## src/rtl/pwm_bank_pkg.sv

```systemverilog
package pwm_bank_pkg;
   localparam int REG_W  = 32;
   localparam int ADDR_W = 6;
   localparam int CNT_W  = 16;
   localparam int LEAD_W = 15;
   localparam int RPT_W  = 16;

   // control word: bit 31 run, 30:16 lead-in, 15:0 repeat limit
   typedef struct packed {
      logic              run;
      logic [LEAD_W-1:0] lead;
      logic [RPT_W-1:0]  reps;
   } ctl_word_t;

   // timing word: 31:16 high cycles, 15:0 low cycles
   typedef struct packed {
      logic [CNT_W-1:0] hi;
      logic [CNT_W-1:0] lo;
   } tim_word_t;

   typedef enum logic [2:0] {
      PH_OFF, PH_LEAD, PH_HIGH, PH_LOW, PH_DONE
   } phase_e;
endpackage

```

## src/rtl/pwm_bank_regs.sv

```systemverilog
module pwm_bank_regs
   import pwm_bank_pkg::*;
#(
   parameter int NUM_CH = 6
) (
   input  logic                    clk,
   input  logic                    rst_n,
   input  logic                    wr_en,
   input  logic                    rd_en,
   input  logic [ADDR_W-1:0]       addr,
   input  logic [REG_W-1:0]        wdata,
   output logic [REG_W-1:0]        rdata,
   output ctl_word_t [NUM_CH-1:0]  ctl_o,
   output tim_word_t [NUM_CH-1:0]  tim_o
);
   localparam int SEL_W = 3;

   logic [SEL_W-1:0] sel;
   logic             is_tim;
   logic             hit;
   logic [REG_W-1:0] rd_mux;

   assign sel    = addr[4:2];
   assign is_tim = addr[5];
   assign hit    = (addr[1:0] == 2'b00) && (int'(sel) < NUM_CH);

   for (genvar c = 0; c < NUM_CH; c++) begin : g_reg
      ctl_word_t ctl_r;
      tim_word_t tim_r;
      logic      wr_sel;

      assign wr_sel = wr_en && hit && (sel == SEL_W'(c));

      always_ff @(posedge clk or negedge rst_n) begin
         if (!rst_n) begin
            ctl_r <= '0;
            tim_r <= '0;
         end else if (wr_sel) begin
            if (is_tim) tim_r <= wdata;
            else        ctl_r <= wdata;
         end
      end

      assign ctl_o[c] = ctl_r;
      assign tim_o[c] = tim_r;
   end

   always_comb begin
      rd_mux = '0;
      for (int c = 0; c < NUM_CH; c++) begin
         if (sel == SEL_W'(c)) rd_mux = is_tim ? tim_o[c] : ctl_o[c];
      end
   end

   always_ff @(posedge clk or negedge rst_n) begin
      if (!rst_n)             rdata <= '0;
      else if (rd_en && hit)  rdata <= rd_mux;
      else                    rdata <= '0;
   end
endmodule

```

## src/rtl/pwm_bank_chan.sv

```systemverilog
module pwm_bank_chan
   import pwm_bank_pkg::*;
(
   input  logic      clk,
   input  logic      rst_n,
   input  ctl_word_t ctl,
   input  tim_word_t tim,
   output logic      wave
);
   phase_e           ph_q;
   logic [CNT_W-1:0] cnt_q;
   logic [CNT_W-1:0] low_q;
   logic [RPT_W-1:0] done_q;
   logic [RPT_W-1:0] lim_q;

   phase_e           st_ph;
   logic [CNT_W-1:0] st_cnt;
   logic             cnt_zero;
   logic             per_end;
   logic [RPT_W-1:0] done_nx;
   logic             last;

   // first phase of a fresh period, taken from the live timing word
   always_comb begin
      if (tim.hi != '0) begin
         st_ph  = PH_HIGH;
         st_cnt = tim.hi - 1'b1;
      end else begin
         st_ph  = PH_LOW;
         st_cnt = (tim.lo != '0) ? tim.lo - 1'b1 : '0;
      end
   end

   assign cnt_zero = (cnt_q == '0);
   assign per_end  = cnt_zero &&
                     ((ph_q == PH_LOW) || ((ph_q == PH_HIGH) && (low_q == '0)));
   assign done_nx  = done_q + 1'b1;
   assign last     = (lim_q != '0) && (done_nx == lim_q);

   always_ff @(posedge clk or negedge rst_n) begin
      if (!rst_n) begin
         ph_q   <= PH_OFF;
         cnt_q  <= '0;
         low_q  <= '0;
         done_q <= '0;
         lim_q  <= '0;
      end else if (!ctl.run) begin
         ph_q <= PH_OFF;
      end else if (per_end) begin
         done_q <= done_nx;
         if (last) begin
            ph_q <= PH_DONE;
         end else begin
            ph_q  <= st_ph;
            cnt_q <= st_cnt;
            low_q <= tim.lo;
         end
      end else begin
         case (ph_q)
            PH_OFF: begin
               lim_q  <= ctl.reps;
               done_q <= '0;
               if (ctl.lead != '0) begin
                  ph_q  <= PH_LEAD;
                  cnt_q <= CNT_W'(ctl.lead) - 1'b1;
               end else begin
                  ph_q  <= st_ph;
                  cnt_q <= st_cnt;
                  low_q <= tim.lo;
               end
            end
            PH_LEAD: begin
               if (cnt_zero) begin
                  ph_q  <= st_ph;
                  cnt_q <= st_cnt;
                  low_q <= tim.lo;
               end else begin
                  cnt_q <= cnt_q - 1'b1;
               end
            end
            PH_HIGH: begin
               if (!cnt_zero) begin
                  cnt_q <= cnt_q - 1'b1;
               end else begin
                  ph_q  <= PH_LOW;
                  cnt_q <= low_q - 1'b1;
               end
            end
            PH_LOW:  cnt_q <= cnt_q - 1'b1;
            PH_DONE: ph_q  <= PH_DONE;
            default: ph_q  <= PH_OFF;
         endcase
      end
   end

   assign wave = ctl.run && (ph_q == PH_HIGH);
endmodule

```

## src/rtl/pwm_bank.sv

```systemverilog
module pwm_bank
   import pwm_bank_pkg::*;
#(
   parameter int NUM_CH = 6
) (
   input  logic              clk,
   input  logic              rst_n,
   input  logic              wr_en,
   input  logic              rd_en,
   input  logic [ADDR_W-1:0] addr,
   input  logic [REG_W-1:0]  wdata,
   output logic [REG_W-1:0]  rdata,
   output logic [NUM_CH-1:0] pwm_out
);
   if (NUM_CH < 1 || NUM_CH > 8) begin : g_bad_nch
      $error("pwm_bank: NUM_CH must be 1..8 to fit the address map");
   end
   if (1 + LEAD_W + RPT_W != REG_W || 2 * CNT_W != REG_W) begin : g_bad_fmt
      $error("pwm_bank: register fields do not fill a word");
   end
   if (LEAD_W > CNT_W) begin : g_bad_lead
      $error("pwm_bank: lead-in wider than the cycle counter");
   end

   ctl_word_t [NUM_CH-1:0] ctl;
   tim_word_t [NUM_CH-1:0] tim;
   logic      [NUM_CH-1:0] ch_en;

   pwm_bank_regs #(.NUM_CH(NUM_CH)) u_regs (
      .clk   (clk),
      .rst_n (rst_n),
      .wr_en (wr_en),
      .rd_en (rd_en),
      .addr  (addr),
      .wdata (wdata),
      .rdata (rdata),
      .ctl_o (ctl),
      .tim_o (tim)
   );

   for (genvar c = 0; c < NUM_CH; c++) begin : g_ch
      assign ch_en[c] = ctl[c].run;

      pwm_bank_chan u_chan (
         .clk   (clk),
         .rst_n (rst_n),
         .ctl   (ctl[c]),
         .tim   (tim[c]),
         .wave  (pwm_out[c])
      );
   end
endmodule

```

## config.mk

```make
export PLATFORM = sky130hd
export DESIGN_NAME = pwm_bank
export DESIGN_NICKNAME = d
export VERILOG_FILES = /design/src/rtl/pwm_bank_pkg.sv /design/src/rtl/pwm_bank_regs.sv /design/src/rtl/pwm_bank_chan.sv /design/src/rtl/pwm_bank.sv
export SDC_FILE = /design/constraint.sdc
export NUM_CORES = 2
export LEC_CHECK = 0
export BUFFER_PORTS_ARGS = -buffer_cell sky130_fd_sc_hd__buf_2
export CORE_MARGIN = 1.5
export CORE_UTILIZATION = 70
export CTS_BUF_LIST = sky130_fd_sc_hd__clkbuf_4 sky130_fd_sc_hd__clkbuf_8
export DETAILED_ROUTE_END_ITERATION = 8
export PLACE_DENSITY = 0.88
export SETUP_SLACK_MARGIN = 0.15
export SLEW_MARGIN = 20
export SYNTH_ARGS = -nofsm -noshare
export SYNTH_HDL_FRONTEND = slang
export SYNTH_HIERARCHICAL = 1
export SYNTH_SLANG_ARGS = --single-unit
```

## constraint.sdc

```tcl
create_clock -name clk -period 8.32 [get_ports clk]
set_clock_uncertainty 0.2 [all_clocks]
set_input_delay 0.832 -clock clk [delete_from_list [all_inputs] [get_ports clk]]
set_output_delay 0.832 -clock clk [all_outputs]
set_load 0.01 [all_outputs]
```

==> PnR_summary.wiki <==
{| class="wikitable"
! Metric !! Value
|-
| # resized after CTS || 0
|-
| Aggregate global routing overflow || 0
|-
| Final std cell area, no fill || about 57000 um2
|-
| Most frequent cells in the layout || sky130_fd_sc_hd__dfrtp_1, sky130_fd_sc_hd__mux2_2, sky130_fd_sc_hd__nand2_1
|-
| Effective utilization at floorplan || between 70% and 80%
|-
| Count of warnings emitted by yosys || 6
|-
| Hold/Removal Path Class || flip-flop to flip-flop
|-
| Result of the run || completed
|-
| Share of synthesized area occupied by flip-flops and latches || 38.2%
|-
| Setup violation total in the final timing report || 0
|-
| Worst IR Drop VDD || 221 uV
|-
| Total power consumption of the routed design || 15.8 mW
|-
| Setup repair after global routing missed its margin || false
|-
| Total placed instance area || roughly 54000 um2
|-
| Number of nets in the synthesized netlist || between 5000 and 6000
|-
| Number of I/O pins || 80
|-
| Sequential group share of total power || 36.2%
|-
| Filler cell count in the final layout || between 5000 and 6000
|-
| Via density || approximately 7.2
|-
| Pre-antenna DRT Iters || 9
|-
| Most frequent standard cell in the layout excluding fill and tap cells || sky130_fd_sc_hd__dfrtp_1
|-
| Switching Fraction || around two fifths
|-
| Mean instance size in the synthesized netlist || just under 10 um2
|-
| CTS Buffer Depth || 3
|-
| Maximum number of pins on one net before global-route repair || 166
|-
| Worst slew margin relative to its limit || 24.7%
|-
| Detailed-route DRC error count || 0
|-
| Worst-path maximum fanout || 16
|-
| GRT Util Overall || a little under half
|-
| DRT iter0 DRCs || about 6600
|-
| Critical Path Start Type || flip-flop
|-
| Worst slack on hold paths || approximately 0.3 ns
|-
| Number of enable flip-flop cells after synthesis || 0
|-
| Path depth of the worst reg2reg path || 9
|-
| Core Area || about 76000 um2
|-
| Die footprint || between 70000 and 80000 um2
|-
| Clock-pin slew of the registers on the worst-case setup and hold paths || around 0.060 ns
|-
| Pint || between 9 and 10 mW
|-
| Final critical path time including I/O delays and setup || ~4.2 ns
|-
| Port buffer count || between 70 and 80
|-
| Initial antenna violation count || 28
|-
| Via count || 47800
|-
| Number of CTS-inserted buffers || between 100 and 150
|-
| Wire length reported by the detailed router || about 180000 um
|-
| Share of final-layout standard cells stronger than drive strength 1 || 19.9%
|-
| Number of hold-slack violations in the final timing report || 0
|-
| CTS Root Cell || sky130_fd_sc_hd__clkbuf_8
|-
| Clock latency reported for the late side of the worst-skew pair || 0.85 ns
|-
| # nets final || 5597
|-
| Hold Crit Depth || 2
|-
| Count of clock tree sinks || between 800 and 900
|-
| Worst setup slack after placement || 4.12 ns
|-
| Switching power || 6.34 mW
|-
| Hold-fix buffers, CTS || 1
|-
| Comb power frac || between 30% and 40%
|-
| Via count of the first global-routing pass || 44600
|-
| Flip-flop and latch count after synthesis || between 800 and 900
|-
| Synth Flop Type || sky130_fd_sc_hd__dfrtp_1
|-
| Maximum clock frequency || around 240 MHz
|-
| Horizontal die dimension || between 200 and 300 um
|-
| Die height || between 200 and 300 um
|-
| Async set or reset register ratio after synthesis || 100%
|-
| Data arrival time at the worst-slack endpoint || 4.67 ns
|-
| Number of core rows || just over 100
|-
| Setup TNS || 0 ns
|-
| Total power density per cell area || between 200 and 300 nW/um2
|-
| Least setup slack across all paths after layout || 4.14 ns
|-
| Max-cap check violation count || 0
|-
| Average wire per cell in the routed design || about 27 um
|-
| Count of different cell masters after synthesis || about 120
|-
| Routability-driven placement congestion ratio || between 1 and 1.5
|-
| Synth Cell Area || 53600 um2
|-
| Crit. End Element || flip-flop
|-
| Syn-to-layout area delta || 6.87%
|-
| Required time of the worst setup path || slightly below 9 ns
|-
| Finished Layout Cells || 6619
|-
| Instance count after placement with tap cells included || roughly 6300
|-
| Post-synthesis instance total || 5565
|-
| Clock network fraction of total power || between 20% and 30%
|-
| Worst setup path class || flip-flop to flip-flop
|-
| Final design utilization || 75.5%
|-
| H-tree Lvls || 4
|-
| Number of antenna-violating nets in the routed design || 0
|-
| Period utilization || about half
|-
| Transition time of the tightest slew-check pin || 1.13 ns
|-
| CTS tree || built
|-
| Final HPWL from detailed placement || approximately 130000 um
|-
| Post-CTS setup buffer count || 0
|-
| Leak || 25.4 nW
|-
| Global-route wire length before repair || 273000 um
|-
| Number of pins with negative max-slew slack in the final report || 0
|}
-- cell type report --
type / count / area [um2] / share of cell area (%)
diodes: 19 / 47.5 / 0.0831
clock buffers: 205 / 2590 / 4.53
clock inverters: 46 / 596 / 1.04
inverters: 116 / 435 / 0.761
multi-input cells: 4325 / 31200 / 54.4
flip-flops and latches: 818 / 20500 / 35.8
well taps: 978 / 1220 / 2.14
repair buffers: 112 / 714 / 1.25
-- cells in the mapped netlist (all sizes together), types with 36 or more instances --
master,instances,area share (%)
nor2,413,3.0
nand4,65,0.85
nand3,161,1.5
dfrtp,818,38
nor3,185,1.9
clkbuf,161,1.1
nand2,515,3.6
xnor2,284,4.6
or4,70,1.0
a21oi,228,2.1
a211oi,45,0.63
or3,61,0.76
mux2,620,13
inv,115,0.81
o21ai,296,2.8
o22ai,81,0.95
and2,45,0.53
o31ai,67,0.94
mux2i,115,2.1
xor2,189,3.1
nor3b,36,0.53
nor2b,60,0.70
a22oi,56,0.84
buf,145,1.7
nor4,143,1.9
ha,42,0.98
nand2b,53,0.62
-- state kept, by name, indices dropped and copies added (netlist names) --
signal,flops
u_regs/tim_o,192
u_regs/ctl_o,192
u_regs/rdata,32
g_ch.u_chan/low_q,96
g_ch.u_chan/ph_q,18
g_ch.u_chan/cnt_q,96
g_ch.u_chan/done_q,96
g_ch.u_chan/lim_q,96
-- final timing paths --
check                                        startpoint                        to  slack [ns]
worst max register to register        u_regs/ctl_o[112]   g_ch[3].u_chan/low_q[5]        4.14
worst max-delay path                  u_regs/ctl_o[112]   g_ch[3].u_chan/low_q[5]        4.14
worst min-delay path            g_ch[4].u_chan/lim_q[2]   g_ch[4].u_chan/lim_q[2]        0.31
worst min register to register  g_ch[4].u_chan/lim_q[2]   g_ch[4].u_chan/lim_q[2]        0.31
max in group asynchronous                         rst_n  g_ch[5].u_chan/cnt_q[11]        5.98
min in group asynchronous                         rst_n  g_ch[3].u_chan/done_q[6]        0.41
-- cells by family after synthesis --
logic type / count (synthesis) / share of synthesized area (%)
and+or+nand+nor: 1972 / 19.4
xor gates and xnor gates: 473 / 7.74
buffers and inverters: 422 / 3.68
AOI/OAI and AO/OA: 1071 / 13.1
adders and majority gates: 43 / 1.00
muxes: 766 / 16.9
DFF: 818 / 38.2
-- worst max-delay path: stages (launching register included) --
cell and delay (ns):
sky130_fd_sc_hd__dfrtp_1 0.45, sky130_fd_sc_hd__inv_1 0.09, sky130_fd_sc_hd__ha_1 0.19, sky130_fd_sc_hd__or3b_2 0.54, sky130_fd_sc_hd__nor4_1 0.68, sky130_fd_sc_hd__nand2_1 0.50
sky130_fd_sc_hd__mux2i_1 0.30, sky130_fd_sc_hd__nand2_1 0.12, sky130_fd_sc_hd__a22oi_4 0.58, sky130_fd_sc_hd__mux2_2 0.41
-- per-layer routing --
layer	track usage [%]	part of all wire, %	vias up
met4	20.6	5.1	8
li1	-	-	20400
met1	62.1	38	23200
met3	14.8	14	707
met2	66.2	43	3467
met5	0	0.032	-
-- power by group through the flow --
| stage | combinational, mW | sequential (mW) | clock (mW) |
|---|---|---|---|
| 3_5_place_dp | 5.67 | 5.72 | 0 |
| 5_1_grt | 6.31 | 5.79 | 4.35 |
| 2_1_floorplan | 4.33 | 5.30 | 0 |
| 6_report | 5.91 | 5.72 | 4.16 |
| 4_1_cts | 5.73 | 5.66 | 4.17 |
| 3_3_place_gp | 5.56 | 5.67 | 0 |
No activity file was read; power rests on OpenSTA's default activity.
